==> src/rtl/mrs_seq_pkg.sv <==
package mrs_seq_pkg;

  localparam int ADDR_W   = 24;
  localparam int OPC_W    = 18;
  localparam int MR_W     = 3;
  localparam int FIELD_W  = 3;

  // word positions decoded by the downstream command stage
  localparam int POS_HI_BASE = 20;   // A14..A17
  localparam int POS_BA0     = 17;
  localparam int POS_BA1     = 18;
  localparam int POS_BG0     = 19;
  localparam int POS_BG1     = 15;
  localparam int POS_A17     = 23;

  localparam int NPAIR = 6;
  localparam int SWAP_LO [NPAIR] = '{3, 5, 7, 11, POS_BA0, POS_BG0};
  localparam int SWAP_HI [NPAIR] = '{4, 6, 8, 13, POS_BA1, POS_BG1};

  typedef enum logic [1:0] {
    KIND_RAW      = 2'd0,
    KIND_MPR_EN   = 2'd1,
    KIND_MPR_FMT  = 2'd2,
    KIND_MPR_PAGE = 2'd3
  } req_kind_e;

  localparam logic [FIELD_W-1:0] LIM_MPR_EN   = 3'd1;
  localparam logic [FIELD_W-1:0] LIM_MPR_FMT  = 3'd2;
  localparam logic [FIELD_W-1:0] LIM_MPR_PAGE = 3'd3;
  localparam logic [MR_W-1:0]    MR_MPR       = 3'd3;

  function automatic logic [ADDR_W-1:0] side_b_mask();
    logic [ADDR_W-1:0] m;
    m = '0;
    for (int i = 3; i <= 9; i++) m[i] = 1'b1;
    m[11]      = 1'b1;
    m[13]      = 1'b1;
    m[POS_A17] = 1'b1;
    m[POS_BA0] = 1'b1;
    m[POS_BA1] = 1'b1;
    m[POS_BG0] = 1'b1;
    m[POS_BG1] = 1'b1;
    return m;
  endfunction

  localparam logic [ADDR_W-1:0] INV_MASK = side_b_mask();

  function automatic logic [ADDR_W-1:0] pack_word(input logic [MR_W-1:0] mr,
                                                  input logic [OPC_W-1:0] opc);
    logic [ADDR_W-1:0] w;
    w = '0;
    w[13:0] = opc[13:0];
    w[POS_HI_BASE +: 4] = opc[17:14];
    w[POS_BA0] = mr[0];
    w[POS_BA1] = mr[1];
    w[POS_BG0] = mr[2];
    return w;
  endfunction

endpackage

==> src/rtl/mrs_req_check.sv <==
module mrs_req_check
  import mrs_seq_pkg::*;
#(
  parameter int IDLE_W = 8,
  parameter int TMRD   = 8
) (
  input  logic [1:0]         kind,
  input  logic [MR_W-1:0]    mr_in,
  input  logic [OPC_W-1:0]   opc_in,
  input  logic [FIELD_W-1:0] field,
  input  logic [IDLE_W-1:0]  idle_in,
  output logic               bad,
  output logic [MR_W-1:0]    mr_out,
  output logic [OPC_W-1:0]   opc_out,
  output logic [IDLE_W-1:0]  idle_out
);

  localparam logic [IDLE_W-1:0] TMRD_CYC = IDLE_W'(TMRD);

  always_comb begin
    bad      = 1'b0;
    mr_out   = mr_in;
    opc_out  = opc_in;
    idle_out = idle_in;
    unique case (req_kind_e'(kind))
      KIND_MPR_EN: begin
        bad        = (field > LIM_MPR_EN);
        opc_out[2] = field[0];
        mr_out     = MR_MPR;
        idle_out   = TMRD_CYC;
      end
      KIND_MPR_FMT: begin
        bad            = (field > LIM_MPR_FMT);
        opc_out[12:11] = field[1:0];
        mr_out         = MR_MPR;
        idle_out       = TMRD_CYC;
      end
      KIND_MPR_PAGE: begin
        bad          = (field > LIM_MPR_PAGE);
        opc_out[1:0] = field[1:0];
        mr_out       = MR_MPR;
        idle_out     = TMRD_CYC;
      end
      default: ;
    endcase
  end

endmodule

==> src/rtl/mrs_addr_mirror.sv <==
module mrs_addr_mirror
  import mrs_seq_pkg::*;
(
  input  logic              swap_en,
  input  logic [ADDR_W-1:0] word_in,
  output logic [ADDR_W-1:0] word_out
);

  logic [ADDR_W-1:0] swapped;

  always_comb begin
    swapped = word_in;
    for (int k = 0; k < NPAIR; k++) begin
      swapped[SWAP_LO[k]] = word_in[SWAP_HI[k]];
      swapped[SWAP_HI[k]] = word_in[SWAP_LO[k]];
    end
  end

  assign word_out = swap_en ? swapped : word_in;

endmodule

==> src/rtl/mrs_issue_fsm.sv <==
module mrs_issue_fsm
  import mrs_seq_pkg::*;
#(
  parameter int NRANK  = 4,
  parameter int RANK_W = 2,
  parameter int IDLE_W = 8
) (
  input  logic              clk,
  input  logic              rst_n,
  input  logic              start,
  input  logic [ADDR_W-1:0] a_word,
  input  logic [RANK_W-1:0] rank,
  input  logic [IDLE_W-1:0] idle,
  input  logic              cmd_ready,
  output logic              is_idle,
  output logic              cmd_valid,
  output logic              cmd_side,
  output logic [ADDR_W-1:0] cmd_addr,
  output logic [NRANK-1:0]  cmd_cs_n,
  output logic [2:0]        cmd_rcw_n
);

  typedef enum logic [2:0] {
    ST_IDLE  = 3'd0,
    ST_SEND_A = 3'd1,
    ST_GAP_A = 3'd2,
    ST_SEND_B = 3'd3,
    ST_GAP_B = 3'd4
  } st_e;

  st_e               state_q, state_d;
  logic [ADDR_W-1:0] word_q;
  logic [RANK_W-1:0] rank_q;
  logic [IDLE_W-1:0] idle_q;
  logic [IDLE_W-1:0] cnt_q, cnt_d;
  logic              load_en, cnt_en, sent;
  logic              idle_zero, cnt_last;

  assign sent      = cmd_valid && cmd_ready;
  assign idle_zero = (idle_q == '0);
  assign cnt_last  = (cnt_q == IDLE_W'(1));
  assign load_en   = (state_q == ST_IDLE) && start;

  always_comb begin
    state_d = state_q;
    cnt_d   = cnt_q;
    cnt_en  = 1'b0;
    unique case (state_q)
      ST_IDLE: if (start) state_d = ST_SEND_A;
      ST_SEND_A: if (sent) begin
        state_d = idle_zero ? ST_SEND_B : ST_GAP_A;
        cnt_d   = idle_q;
        cnt_en  = 1'b1;
      end
      ST_GAP_A: begin
        if (cnt_last) state_d = ST_SEND_B;
        cnt_d  = cnt_q - IDLE_W'(1);
        cnt_en = 1'b1;
      end
      ST_SEND_B: if (sent) begin
        state_d = idle_zero ? ST_IDLE : ST_GAP_B;
        cnt_d   = idle_q;
        cnt_en  = 1'b1;
      end
      ST_GAP_B: begin
        if (cnt_last) state_d = ST_IDLE;
        cnt_d  = cnt_q - IDLE_W'(1);
        cnt_en = 1'b1;
      end
      default: state_d = ST_IDLE;
    endcase
  end

  always_ff @(posedge clk or negedge rst_n) begin
    if (!rst_n) state_q <= ST_IDLE;
    else        state_q <= state_d;
  end

  always_ff @(posedge clk or negedge rst_n) begin
    if (!rst_n)      cnt_q <= '0;
    else if (cnt_en) cnt_q <= cnt_d;
  end

  always_ff @(posedge clk or negedge rst_n) begin
    if (!rst_n) begin
      word_q <= '0;
      rank_q <= '0;
      idle_q <= '0;
    end else if (load_en) begin
      word_q <= a_word;
      rank_q <= rank;
      idle_q <= idle;
    end
  end

  assign is_idle   = (state_q == ST_IDLE);
  assign cmd_valid = (state_q == ST_SEND_A) || (state_q == ST_SEND_B);
  assign cmd_side  = (state_q == ST_SEND_B);
  assign cmd_addr  = cmd_side ? (word_q ^ INV_MASK) : word_q;
  assign cmd_rcw_n = cmd_valid ? 3'b000 : 3'b111;

  for (genvar r = 0; r < NRANK; r++) begin : g_cs
    assign cmd_cs_n[r] = !(cmd_valid && (rank_q == RANK_W'(r)));
  end

endmodule

==> src/rtl/mrs_pair_seq.sv <==
module mrs_pair_seq
  import mrs_seq_pkg::*;
#(
  parameter int NRANK  = 4,
  parameter int IDLE_W = 8,
  parameter int TMRD   = 8,
  localparam int RANK_W = (NRANK > 1) ? $clog2(NRANK) : 1
) (
  input  logic                    clk,
  input  logic                    rst_n,
  input  logic                    mirror_en,
  input  logic                    req_valid,
  output logic                    req_ready,
  input  logic [1:0]              req_kind,
  input  logic [MR_W-1:0]         req_mr,
  input  logic [OPC_W-1:0]        req_opcode,
  input  logic [FIELD_W-1:0]      req_field,
  input  logic [RANK_W-1:0]       req_rank,
  input  logic [IDLE_W-1:0]       req_idle,
  output logic                    cmd_valid,
  input  logic                    cmd_ready,
  output logic                    cmd_side,
  output logic [ADDR_W-1:0]       cmd_addr,
  output logic [NRANK-1:0]        cmd_cs_n,
  output logic [2:0]              cmd_rcw_n,
  output logic                    err
);

  logic              bad;
  logic [MR_W-1:0]   eff_mr;
  logic [OPC_W-1:0]  eff_opc;
  logic [IDLE_W-1:0] eff_idle;
  logic [ADDR_W-1:0] plain_word, a_word;
  logic              do_swap, accept, start;
  logic              err_q, err_d;

  mrs_req_check #(.IDLE_W(IDLE_W), .TMRD(TMRD)) u_check (
    .kind     (req_kind),
    .mr_in    (req_mr),
    .opc_in   (req_opcode),
    .field    (req_field),
    .idle_in  (req_idle),
    .bad      (bad),
    .mr_out   (eff_mr),
    .opc_out  (eff_opc),
    .idle_out (eff_idle)
  );

  assign plain_word = pack_word(eff_mr, eff_opc);
  assign do_swap    = mirror_en && req_rank[0];

  mrs_addr_mirror u_mirror (
    .swap_en  (do_swap),
    .word_in  (plain_word),
    .word_out (a_word)
  );

  assign accept = req_valid && req_ready;
  assign start  = accept && !bad;
  assign err_d  = accept && bad;

  mrs_issue_fsm #(.NRANK(NRANK), .RANK_W(RANK_W), .IDLE_W(IDLE_W)) u_fsm (
    .clk       (clk),
    .rst_n     (rst_n),
    .start     (start),
    .a_word    (a_word),
    .rank      (req_rank),
    .idle      (eff_idle),
    .cmd_ready (cmd_ready),
    .is_idle   (req_ready),
    .cmd_valid (cmd_valid),
    .cmd_side  (cmd_side),
    .cmd_addr  (cmd_addr),
    .cmd_cs_n  (cmd_cs_n),
    .cmd_rcw_n (cmd_rcw_n)
  );

  always_ff @(posedge clk or negedge rst_n) begin
    if (!rst_n) err_q <= 1'b0;
    else        err_q <= err_d;
  end

  assign err = err_q;

endmodule

==> config.mk <==
export PLATFORM = sky130hd
export DESIGN_NAME = mrs_pair_seq
export DESIGN_NICKNAME = d
export VERILOG_FILES = /design/src/rtl/mrs_seq_pkg.sv /design/src/rtl/mrs_req_check.sv /design/src/rtl/mrs_addr_mirror.sv /design/src/rtl/mrs_issue_fsm.sv /design/src/rtl/mrs_pair_seq.sv
export SDC_FILE = /design/constraint.sdc
export NUM_CORES = 1
export LEC_CHECK = 0
export BUFFER_PORTS_ARGS = -buffer_cell sky130_fd_sc_hd__buf_4
export CAP_MARGIN = 10
export CELL_PAD_IN_SITES_DETAIL_PLACEMENT = 2
export CELL_PAD_IN_SITES_GLOBAL_PLACEMENT = 2
export CORE_MARGIN = 8
export CORE_UTILIZATION = 32
export DETAILED_ROUTE_END_ITERATION = 12
export HOLD_SLACK_MARGIN = 0.12
export PLACE_DENSITY_LB_ADDON = 0.1
export RECOVER_POWER = 25
export SLEW_MARGIN = 20
export SYNTH_ARGS = -nofsm -noshare
export SYNTH_HDL_FRONTEND = slang
export SYNTH_SLANG_ARGS = --single-unit
==> constraint.sdc <==
create_clock -name clk -period 2 [get_ports clk]
set_input_delay 0.3 -clock clk [delete_from_list [all_inputs] [get_ports clk]]
set_output_delay 0.3 -clock clk [all_outputs]
set_load 0.02 [all_outputs]
# After elaboration in Yosys (flattened, before gate mapping)
# Cells that the tools add are included.
# totals
in_bits,41
mem_bits_rw,0
reg_bits,46
out_inout_bits,35
romBits,0
latchBits,0
elab_cells,74
memories,0
# classes
add_sub_neg,1
eq_ne,17
bitwise,1
n_reduce_logical,25
div_mod_pow,0
mux,21
n_shift,0
n_mul,0
n_lt_le_gt_ge,3
# ops
op,count
$mux W24,1
$mux W3,8
$mux W20,1
$mux W8,2
$pmux W8 S2,1
$pmux W3 S5,1
$not A14 Y14,1
$logic_and A1 B1 Y1,10
$ne A2 B1 Y1 const B,5
$eq A2 B2 Y1 const B,4
$eq A8 B1 Y1 const B,1
$logic_not A8 Y1,1
$sub A8 B1 Y8 const B,1
$eq A3 B2 Y1 const B,2
$gt A3 B2 Y1 const B,2
$logic_not A1 Y1,5
$reduce_and A5 Y1,1
$eq A2 B1 Y1 const B,2
$mux W2,2
$reduce_or A2 Y1,2
$eq A3 B1 Y1 const B,1
$eq A3 B3 Y1 const B,1
$gt A3 B1 Y1 const B,1
$logic_not A3 Y1,1
9 further kinds,11

# Logic depth before layout (Yosys ltp)
# Gate-level depths: netlist of the first run.
# logic_depth
ltp_word,6
ltp_mapped,7
ltp_nobuf,6

# By module
# Synthesis of the first run repeated with hierarchy kept, for this count alone.
# hier_totals
cells_unflattened,251
area_unflattened_um2,2812.7
# modules_own_cells
module,seq_area_each_um2,n_inst,cells_each,area_per_inst_um2
mrs_issue_fsm,1126.1,1,185,2212.1
mrs_req_check,0.0,1,36,275.3
mrs_addr_mirror,0.0,1,25,274.0
mrs_pair_seq,25.0,1,5,51.3

# Worst setup path after synthesis of the first run
# OpenSTA, ideal clock, no wires.
# synth_path
kind,flip-flop to output port
start,reg u_fsm.state_q[0]
end,out cmd_addr[11]
path_stages_with_launch,8
n_path_buf,2
required_ns,1.700
setup_slack_ns,-0.031
t_arrival_ns,1.731
path_cell_list,dfrtp_1 > buf_4 > inv_1 > nor2_4 > inv_1 > nor2_4 > buf_6 > xor2_1
# synth_between
elab_chain_len,2
# synth_rtl
element,line_no,source
"start, declared",mrs_issue_fsm.sv:31,"st_e state_q, state_d;"
"start signal, assigned",mrs_issue_fsm.sv:76,else state_q <= state_d;
$eq A3 B2 Y1,mrs_issue_fsm.sv:98,assign cmd_side = (state_q == ST_SEND_B);
named net cmd_side,mrs_pair_seq.sv:22,"output logic cmd_side,"
$mux W24,mrs_issue_fsm.sv:99,assign cmd_addr = cmd_side ? (word_q ^ INV_MASK) : word_q;
"end, declared",mrs_pair_seq.sv:23,"output logic [ADDR_W-1:0] cmd_addr,"
# The timed path passes the listed nets, and every way through them passes these cells.

# Worst setup path in the final report of the first run
# layout_path
start,reg u_fsm.state_q[0]
end,out cmd_addr[15]
# layout_between
elab_chain_len,2
# layout_rtl
element,line_no
$eq A3 B2 Y1,mrs_issue_fsm.sv:98
$mux W24,mrs_issue_fsm.sv:99
# Every way passes these cells.

==> results of run 1 <==
==> where the power goes <==
| part | switching (mW) | leakage (nW) | internal [mW] |
|---|---|---|---|
| Combinational | 1.56 | 1.04 | 1.56 |
| Sequential | 0.369 | 0.529 | 1.30 |
| Clock | 0.333 | 0.0614 | 0.409 |
| Total | 2.26 | 1.63 | 3.27 |
==> metal layers <==
layer	wire, um	part of all wire [%]
met2	3580	49
met4	75	1.0
met5	0	0
met1	3360	46
met3	297	4.1
==> final cells by class <==
type	instances	share of cell area [%]
multi-input combinational	147	37.1
sequential	44	32.9
timing repair buffer	92	21.7
tap	102	3.80
clock buffer	6	2.46
clock inverter	2	1.15
inverter	8	0.969
==> per-stage QoR <==
| step | area [sq um] | util [%] | power, mW |
|---|---|---|---|
| final | 3360 | 43.7 | 5.53 |
| after global routing | 3360 | 43.7 | 5.91 |
| after detailed placement | 3120 | 40.6 | 4.63 |
| after CTS | 3270 | 42.5 | 5.41 |
| after floorplan | 2520 | - | 3.62 |
| after global placement | 3120 | 40.6 | 4.56 |
==> synth_stat cells, drive strengths merged, types with 3 or more instances <==
library cell | instances | area share [%]
dfrtp | 44 | 44
mux2 | 34 | 18
buf | 20 | 6.3
xor2 | 15 | 5.2
nand2 | 13 | 1.9
nor2 | 12 | 2.4
inv | 8 | 1.2
nand3 | 8 | 1.8
nor3 | 8 | 2.0
a22o | 7 | 2.4
a21oi | 5 | 0.99
o21ai | 4 | 0.80
o22ai | 4 | 1.2
nor4 | 3 | 0.75
==> cell families (layout without fill, tap and decap cells) <==
group / count (synthesis) / in the layout
simple gates: 57 / 57
flops: 44 / 44
mux: 35 / 35
compound gates: 34 / 34
buf+inv: 28 / 108
xor+xnor: 17 / 17
fa+ha+maj: 2 / 2
other cells: 1 / 2
==> sequential cells by signal, indices dropped and copies added (netlist names) <==
signal and count:
u_fsm.rank_q 2, u_fsm.state_q 3, u_fsm.idle_q 8, u_fsm.cnt_q 8
u_fsm.word_q 22, err 1
==> what timing repair did <==
action,4_1_cts,5_1_grt
buffers inserted,1,6
pin swaps,0,3
hold buffers,1,0
endpoints found under the setup margin,14,13
resized for setup,3,7
endpoints found under the hold margin,44,0
cloned,0,1
==> worst paths after layout <==
path,slack (ns),start,cells past startpoint,to
worst max-delay path,0.08,u_fsm.state_q[0]$_DFFE_PN0P_,7,cmd_addr[15]
worst min-delay path,0.21,req_idle[1],2,u_fsm.idle_q[1]$_DFFE_PN0P_
min in group asynchronous,0.75,rst_n,2,u_fsm.word_q[12]$_DFFE_PN0P_
worst min register to register,0.52,u_fsm.word_q[22]$_DFFE_PN0P_,1,u_fsm.word_q[22]$_DFFE_PN0P_
worst max register to register,0.18,u_fsm.cnt_q[3]$_DFFE_PN0P_,5,u_fsm.state_q[2]$_DFFE_PN0P_
max in group asynchronous,0.45,rst_n,2,u_fsm.state_q[2]$_DFFE_PN0P_
==> results by group, run 1 <==
Status
  – Status: complete, no violations

Cells and area
  – Cell Count, Final, Fillers Out: approximately 400
  – Area of the multi-input gates: between 1000 and 1500 sq um
  – Layout cell share with drive strength beyond 1: around 50%
  – Final net count: roughly 340
  – Area growth syn-to-layout: 33.5%
  – Ant. Diodes: 0
  – Most frequent cells in the layout: buf_4, dfrtp_1, mux2_4
  – Layout filler cell count: 865
  – Register area: around 1100 sq um
  – Commonest non-fill, non-tap cell in the layout: buf_4

Worst setup path
  – Setup crit start kind: flip-flop
  – Most used cell along the critical path: nor2_4
  – Worst EP arrival: 1.62 ns
  – CP delay by family, top: buffers and inverters
  – CP max FO: 8
  – Crit-path cells: inv_2 > nor2_4 > inv_4 > nor2_4 > buf_12 > xor2_1 > buf_4
  – Buffers & Inverters on Critical Path: 4
  – Slowest cell on crit path: dfrtp_1
  – Worst Setup End Kind: output port
  – WP data required: between 1.5 and 2 ns
  – Max incr delay on CP: ~0.38 ns
  – Crit path kind: flip-flop to output port

Route
  – Vias post-DR: 1,953
  – WL/cell: around 18 um
  – 1st-iter DRT viols: between 40 and 50
  – Final ANT Viol Nets: 0
  – First-pass DRT Iterations: 3
  – Post-Route WL: 7.32 mm
  – Avg Vias per Cell: between 4 and 5
  – DRC viols: 0

Clock tree
  – TritonCTS Sinks: between 40 and 50
  – Clk pin slew, worst setup/hold paths: roughly 0.09 ns
  – CTS tree: yes
  – Clk_lat worst skew: ~0.30 ns
  – Clock Path Buffers: 2
  – Clk root buf: clkbuf_8
  – CTS Buf Count: 5
  – CTS H-tree depth: 2

Global routing
  – Total gr overflow: 0
  – Met3 GRT Util: between 3 and 4%
  – Vias in the first global route: 2,189
  – Global Route met1 Usage: about 17%
  – GRT Overall Usage: approximately an eighth
  – GRT busiest layer: met2
  – Global-route met2 utilization: approximately a fifth
  – Largest net degree at the start of global routing: 45
  – Initial antenna violation count: 0
  – First-pass GRT wire length: 11.8 mm

Timing
  – Final slew viol count: 0
  – Minimum clock period: 1.92 ns
  – Setup Skew: just over 0.006 ns
  – Final setup vio count: 0
  – Hold WS: roughly 0.21 ns
  – Slew @ Worst Pin: roughly 1.2 ns
  – Setup TNS: 0 ns
  – Max Fclk: 522 MHz
  – Fin worst setup slack: roughly 0.083 ns
  – Relative slew margins: between 20% and 30%
  – Tcrit/Tclk final: a little over nine tenths
  – Final Hold Fails: 0

Logic synthesis
  – Avg Inst Size Synth: approximately 12 sq um
  – Post-Synth XOR/XNOR Area: 5.92%
  – Synthesized area: between 2000 and 3000 sq um
  – Asr flop ratio synth: between 90% and 100%
  – Yosys cell types: 44
  – Flops & latches, synth: 44
  – Simple-gate area share of the yosys netlist: 12.5%
  – Post-synthesis compound-gate area fraction: 10.2%
  – Mux cell area share after synthesis: a little under a fifth
  – Top_reg_cell synth: dfrtp_1
  – EDFF count, synth: 0
  – Post-synthesis adder-cell area fraction: less than 1%
  – Mapped Cells: between 200 and 250
  – Seq/Total Area, Yosys: a little over two fifths
  – Synthesis Warnings: 0
  – Main combinational cell family by area after synthesis: multiplexers

Die
  – Die Wd: 105 um
  – Total core area: 7690 sq um
  – Initial Util: approximately 33%
  – Die area: between 10,000 and 15,000 sq um
  – Num rows: 32
  – Die height: about 100 um
  – Io pins: 76

Flow run
  – Max-cap viol count: 0

Power and ir drop
  – Pwr dens: 1650 nW/um^2
  – Max IR drop VDD: approximately 0.83 mV
  – Pleak: between 1.5 and 2 nW

Min path
  – Hold Crit Class: input port to flip-flop

Place
  – Port Buffer Count: 73
  – Dpl cells: 384
  – Post-DP HPWL: 5.41 mm
  – Place WS: 0.197 ns
  – RD Place Congestion: ~0.77
Power figures use the tool's default switching activity.
==> run 2, diff against run 1 <==
--- a/config.mk
+++ b/config.mk
@@ -5,11 +5,11 @@
 export SDC_FILE = /design/constraint.sdc
 export NUM_CORES = 1
 export LEC_CHECK = 0
-export BUFFER_PORTS_ARGS = -buffer_cell sky130_fd_sc_hd__buf_4
+export BUFFER_PORTS_ARGS = -buffer_cell sky130_fd_sc_hd__buf_2
 export CAP_MARGIN = 10
 export CELL_PAD_IN_SITES_DETAIL_PLACEMENT = 2
 export CELL_PAD_IN_SITES_GLOBAL_PLACEMENT = 2
-export CORE_MARGIN = 8
+export CORE_MARGIN = 10
 export CORE_UTILIZATION = 32
 export DETAILED_ROUTE_END_ITERATION = 12
 export HOLD_SLACK_MARGIN = 0.12
@@ -19,3 +19,4 @@
 export SYNTH_ARGS = -nofsm -noshare
 export SYNTH_HDL_FRONTEND = slang
 export SYNTH_SLANG_ARGS = --single-unit
+export TNS_END_PERCENT = 100
==> results by group, run 2 (same netlist as run 1, synthesis figures left out) <==
Status
  – Status: complete, no violations

Die
  – Num rows: 32 (unchanged)
  – Initial Util: 32.7% (unchanged)
  – Die Wd: 109 um (+3.8%)
  – Die height: 109 um (+3.8%)
  – Die area: 11,800 sq um (+7.8%)
  – Total core area: 7690 sq um (unchanged)
  – Io pins: 76 (unchanged)

Global routing
  – GRT Overall Usage: 12.4% (-0.83 points)
  – First-pass GRT wire length: 11.7 mm (-0.81%)
  – Initial antenna violation count: 0 (unchanged)
  – Vias in the first global route: 2,208 (+0.87%)
  – Largest net degree at the start of global routing: 45 (unchanged)
  – Total gr overflow: 0 (unchanged)

Cells and area
  – Final core occ: 40.3% (-3.4 points)
  – Final net count: 336 (-1.5%)
  – Layout filler cell count: 855 (-1.2%)
  – Ant. Diodes: 0 (unchanged)
  – Largest regs: u_fsm.word_q: 22 flops, u_fsm.cnt_q: 8 flops, u_fsm.idle_q: 8 flops
  – Commonest non-fill, non-tap cell in the layout: buf_2
  – Post-route cell area: 3100 sq um (-7.7%)
  – Area of the multi-input gates: 1240 sq um (-0.60%)
  – Register area: 1100 sq um (unchanged)
  – Most frequent cells in the layout: buf_2, dfrtp_1, mux2_4
  – Max reg flops: 22 (unchanged)
  – Largest reg by FF count: u_fsm.word_q
  – Layout cell share with drive strength beyond 1: 48.6% (-1.5 points)
  – Area growth syn-to-layout: 23.2%

Power and ir drop
  – Clock Power Share: 11.8% (-1.6 points)
  – Pwr dens: 1630 nW/um^2 (-0.85%)
  – Sw Share: 43.4% (+2.5 points)
  – Pleak: 1.53 nW (-6.3%)
  – Internal: 2.87 mW (-12%)
  – Psw: 2.20 mW (-3.0%)
  – Seq pwr share: 32.7% (+2.5 points)
  – Max IR drop VDD: 0.590 mV (-29%)
  – Logic pwr share: 55.5% (-0.9 points)

Timing
  – RSZ-0062 raised after global routing: yes
  – Tcrit/Tclk final: 95.5% (-0.36 points)
  – Setup Skew: 0.00436 ns (-0.00171 ns)
  – Final setup vio count: 0 (unchanged)
  – Fin worst setup slack: 0.0899 ns (+0.00711 ns)
  – Relative slew margins: 22.3% (+0.55 points)
  – Slew @ Worst Pin: 1.17 ns (-0.00818 ns)
  – Final Hold Fails: 0 (unchanged)
  – Minimum clock period: 1.91 ns (-0.00711 ns)
  – Final slew viol count: 0 (unchanged)
  – Setup TNS: 0 ns (unchanged)
  – Max Fclk: 524 MHz (+0.37%)

Place
  – RD Place Congestion: 0.764 (-0.53%)
  – Port Buffer Count: 73 (unchanged)
  – Post-DP HPWL: 5.50 mm (+1.7%)
  – Placed cell areas: 2940 sq um (-6.0%)
  – Place WS: 0.205 ns (+0.00870 ns)

Route
  – WL/cell: 17.9 um (-1.7%)
  – Vias post-DR: 1,916 (-1.9%)
  – 1st-iter DRT viols: 22 (-46%)
  – Post-Route WL: 7.11 mm (-2.9%)
  – First-pass DRT Iterations: 4 (+1)
  – Avg Vias per Cell: 4.84 (-0.66%)
  – Final ANT Viol Nets: 0 (unchanged)
  – DRC viols: 0 (unchanged)

Worst setup path
  – Slowest cell on crit path: dfrtp_2
  – Setup crit start kind: flip-flop
  – Crit path kind: flip-flop to output port
  – Buffers & Inverters on Critical Path: 3 (-1)
  – WP data required: 1.70 ns (about the same)
  – CP max FO: 11 (+3)
  – Max incr delay on CP: 0.43 ns (+0.05 ns)
  – Most used cell along the critical path: nor2_4
  – Worst Setup End Kind: output port
  – Crit-path cells: nor2_4 > inv_2 > nor2_4 > buf_12 > xor2_1 > buf_4
  – Worst EP arrival: 1.61 ns (about the same)
  – CP delay by family, top: flip-flops

Clock tree
  – Clock Path Buffers: 2 (unchanged)
  – Clk root buf: clkbuf_8
  – CTS Buf Count: 5 (unchanged)
  – TritonCTS Sinks: 44 (unchanged)
  – CTS H-tree depth: 2 (unchanged)
  – Clk pin slew, worst setup/hold paths: 0.09 ns (about the same)
  – Clk_lat worst skew: 0.29 ns (about the same)
  – CTS tree: yes

Flow run
  – Max-cap viol count: 0 (unchanged)

Min path
  – Hold Crit Class: input port to flip-flop
-- run 2: path summary, 6_finish.rpt --
| check | from | endpoint | slack [ns] | cells past startpoint |
|---|---|---|---|---|
| worst max-delay path | u_fsm.state_q[2]$_DFFE_PN0P_ | cmd_addr[15] | 0.09 | 6 |
| worst max register to register | u_fsm.cnt_q[0]$_DFFE_PN0P_ | u_fsm.cnt_q[6]$_DFFE_PN0P_ | 0.19 | 6 |
| worst min register to register | u_fsm.word_q[10]$_DFFE_PN0P_ | u_fsm.word_q[10]$_DFFE_PN0P_ | 0.51 | 1 |
| min in group asynchronous | rst_n | u_fsm.word_q[23]$_DFFE_PN0P_ | 0.85 | 3 |
| max in group asynchronous | rst_n | u_fsm.state_q[2]$_DFFE_PN0P_ | 0.37 | 3 |
| worst min-delay path | req_idle[6] | u_fsm.idle_q[6]$_DFFE_PN0P_ | 0.22 | 2 |
-- run 2: cell type report --
type,instances,area share (%)
clock buffer,6,2.66
clock inverter,2,0.323
inverter,8,0.969
multi-input combinational,147,39.9
sequential,44,35.6
tap,102,4.12
timing repair buffer,87,16.4
-- run 2: metal layers --
metal / up-vias / wire length, um / global-route usage [%]
li1: 908 / - / -
met1: 961 / 3120 / 15.2
met2: 45 / 3510 / 20.9
met3: 2 / 458 / 4.07
met4: 0 / 15 / 1.98
met5: - / 0 / 0
-- run 2: power groups by stage --
stage                     registers, mW  logic (mW)  clock network (mW)
after CTS                          1.65        2.77               0.619
after detailed placement           1.67        2.70                   0
after floorplan                    1.53        2.09                   0
after global placement             1.66        2.64                   0
after global routing               1.72        3.08               0.665
final                              1.65        2.81               0.598
-- run 2: metrics by stage --
step	cells	total power [mW]	hold slack [ns]
final	396	5.06	0.216
after floorplan	219	3.62	0.00441
after detailed placement	385	4.37	0.435
after CTS	395	5.05	0.208
after global routing	396	5.47	0.209
after global placement	385	4.30	0.440
-- run 2: repair_timing --
action	CTS	global route
setup buffers	1	1
endpoints found under the hold margin	25	0
endpoints found under the setup margin	14	14
hold buffers	1	0
resized for setup	7	11
cloned	0	0
==> run 3, diff against run 2 <==
==> constraint.sdc (replaced) <==
create_clock -name clk -period 1.9 [get_ports clk]
set_input_delay 0.285 -clock clk [delete_from_list [all_inputs] [get_ports clk]]
set_output_delay 0.285 -clock clk [all_outputs]
set_load 0.02 [all_outputs]
==> results by group, run 3 (same netlist as run 1, synthesis figures left out) <==
Route
  – DRC viols: 0 (unchanged)
  – Final ANT Viol Nets: 0 (unchanged)
  – WL/cell: 18.5 um (+3.3%)
  – 1st-iter DRT viols: 47 (+110%)
  – Avg Vias per Cell: 4.83 (-0.19%)
  – Post-Route WL: 7.49 mm (+5.4%)
  – First-pass DRT Iterations: 4 (unchanged)
  – Vias post-DR: 1,951 (+1.8%)

Timing
  – Setup TNS: 0 ns (unchanged)
  – Tcrit/Tclk final: a little under 100%
  – Hold WS: 0.209 ns (-0.00726 ns)
  – RSZ-0062 raised after global routing: yes
  – Final slew viol count: 0 (unchanged)
  – Relative slew margins: 24.2% (+1.8 points)
  – Max Fclk: 533 MHz
  – Setup Skew: 0.00801 ns (+0.00364 ns)
  – Final setup vio count: 0 (unchanged)
  – Final Hold Fails: 0 (unchanged)
  – Slew @ Worst Pin: 1.14 ns (-0.0277 ns)
  – Minimum clock period: ~1.9 ns

Worst setup path
  – Buffers & Inverters on Critical Path: 3 (unchanged)
  – Worst Setup End Kind: output port
  – Critical path depth: 6 (unchanged)
  – Crit-path cells: nor2_4 > inv_2 > nor2_4 > buf_12 > xor2_1 > buf_4
  – WP data required: 1.62 ns (-0.08 ns)
  – CP Capture Point: cmd_addr[23]
  – Crit path launch: u_fsm.state_q[2]$_DFFE_PN0P_
  – Worst EP arrival: 1.59 ns (-0.02 ns)
  – Slowest cell on crit path: dfrtp_2
  – R2r setup slk: 0.15 ns (-0.04 ns)
  – CP max FO: 8 (-3)
  – Reg2Reg Capture Point: u_fsm.cnt_q[6]$_DFFE_PN0P_
  – Worst reg2reg path startpoint: u_fsm.cnt_q[0]$_DFFE_PN0P_
  – Max incr delay on CP: 0.44 ns (about the same)
  – CP delay by family, top: flip-flops
  – Setup crit start kind: flip-flop
  – Reg2reg path depth: 6 (unchanged)
  – Crit path kind: flip-flop to output port
  – Most used cell along the critical path: nor2_4

Cells and area
  – Layout cell share with drive strength beyond 1: 55.0% (+6.3 points)
  – Post-route cell area: 3310 sq um (+6.9%)
  – Cell Count, Final, Fillers Out: 404 (+2.0%)
  – Area growth syn-to-layout: 31.7%
  – Largest regs: u_fsm.word_q: 22 flops, u_fsm.cnt_q: 8 flops, u_fsm.idle_q: 8 flops
  – Most frequent cells in the layout: buf_2, dfrtp_1, buf_4
  – Final net count: 344 (+2.4%)
  – Commonest non-fill, non-tap cell in the layout: buf_2
  – Ant. Diodes: 0 (unchanged)
  – Max reg flops: 22 (unchanged)
  – Largest reg by FF count: u_fsm.word_q

Global routing
  – Initial antenna violation count: 0 (unchanged)
  – Total gr overflow: 0 (unchanged)
  – First-pass GRT wire length: 12.3 mm (+5.2%)
  – Largest net degree at the start of global routing: 45 (unchanged)
  – GRT Overall Usage: 13.0% (+0.62 points)
  – Vias in the first global route: 2,284 (+3.4%)

Status
  – Status: complete, no violations

Die
  – Die Wd: 109 um (unchanged)
  – Die area: 11,800 sq um (unchanged)
  – Num rows: 32 (unchanged)
  – Initial Util: 32.7% (unchanged)
  – Io pins: 76 (unchanged)
  – Total core area: 7690 sq um (unchanged)
  – Die height: 109 um (unchanged)

Power and ir drop
  – Pwr dens: 1730 nW/um^2 (+6.1%)
  – Logic pwr share: 58.6% (+3.1 points)
  – Max IR drop VDD: 0.779 mV (+32%)
  – Sw Share: 42.5% (-0.89 points)
  – Pleak: 1.60 nW (+4.8%)
  – Clock Power Share: 10.8% (-1.0 points)
  – Psw: 2.44 mW (+11%)
  – Seq pwr share: 30.7% (-2.0 points)
  – Internal: 3.30 mW (+15%)

Clock tree
  – Clk root buf: clkbuf_8
  – CTS H-tree depth: 2 (unchanged)
  – Clk pin slew, worst setup/hold paths: 0.09 ns (about the same)
  – TritonCTS Sinks: 44 (unchanged)
  – CTS Buf Count: 5 (unchanged)
  – Clk_lat worst skew: 0.30 ns (about the same)
  – Clock Path Buffers: 2 (unchanged)
  – CTS tree: yes

Min path
  – Hold Crit Class: input port to flip-flop

Place
  – Placed cell areas: 3060 sq um (+4.3%)
  – RD Place Congestion: 0.786 (+2.9%)
  – Post-DP HPWL: 5.47 mm (-0.65%)
  – Dpl cells: 388 (+0.78%)
  – Port Buffer Count: 73 (unchanged)

Flow run
  – Max-cap viol count: 0 (unchanged)
-- run 3: changes by cell type in the layout (fill, tap and decap cells not counted), moves of 2 or more --
cell	before	now
buf_12	1	3
buf_2	63	59
buf_4	19	26
buf_6	1	5
xor2_1	14	2
xor2_2	1	13
-- run 3: worst register-to-register path: cells and delay by family (launching register included) --
family	cells	cell delay [ns]
simple gates	2	0.66
flops	1	0.41
compound gates	2	0.34
fa+ha+maj	1	0.18
buf+inv	1	0.10
-- run 3: power by group through the flow --
| stage | Clock (mW) | Combinational [mW] | Sequential, mW |
|---|---|---|---|
| final | 0.618 | 3.36 | 1.76 |
| after CTS | 0.651 | 3.27 | 1.76 |
| after detailed placement | 0 | 2.98 | 1.77 |
| after global routing | 0.689 | 3.69 | 1.83 |
| after global placement | 0 | 2.92 | 1.76 |
| after floorplan | 0 | 2.28 | 1.64 |
-- run 3: cell type report --
cell class | count | area (sq um)
Sequential cell | 44 | 1100
Inverter | 8 | 30.0
Clock buffer | 6 | 82.6
Timing Repair Buffer | 95 | 622
Multi-Input combinational cell | 147 | 1340
Clock inverter | 2 | 10.0
Tap cell | 102 | 128
Fill cell | 850 | 4370
-- run 3: repair_timing --
item | CTS | global route
pin swaps | 2 | 3
setup buffers | 5 | 2
gates resized for setup | 14 | 17
endpoints found under the setup margin | 15 | 20
hold endpoints to repair | 44 | 0
hold buffers | 1 | 0
cloned | 1 | 0
-- run 3: how the worst min path moves through the flow --
stage / startpoint / endpoint / slack (ns) / cells after the start
floorplan: rst_n / err$_DFF_PN0_ / -0.01 / 0
global placement: rst_n / u_fsm.cnt_q[7]$_DFFE_PN0P_ / 0.29 / 2
detailed placement: rst_n / u_fsm.idle_q[2]$_DFFE_PN0P_ / 0.29 / 2
CTS: req_opcode[17] / u_fsm.word_q[23]$_DFFE_PN0P_ / 0.20 / 2
global route: req_idle[4] / u_fsm.idle_q[4]$_DFFE_PN0P_ / 0.20 / 2
finish: req_opcode[10] / u_fsm.word_q[10]$_DFFE_PN0P_ / 0.21 / 2
-- run 3: layer usage --
layer | track usage (%) | wire length, um
met1 | 15.8 | 3260
met2 | 21.8 | 3700
met3 | 4.48 | 456
met4 | 2.82 | 73
met5 | 0 | 0
-- run 3: per-stage QoR --
step	worst slack (ns)	util [%]	power [mW]
global placement	0.0812	39.9	4.69
global route	-0.0690	43.1	6.21
CTS	-0.0146	42.6	5.68
floorplan	-0.0430	-	3.92
detailed placement	0.115	39.9	4.75
finish	0.0246	43.1	5.74
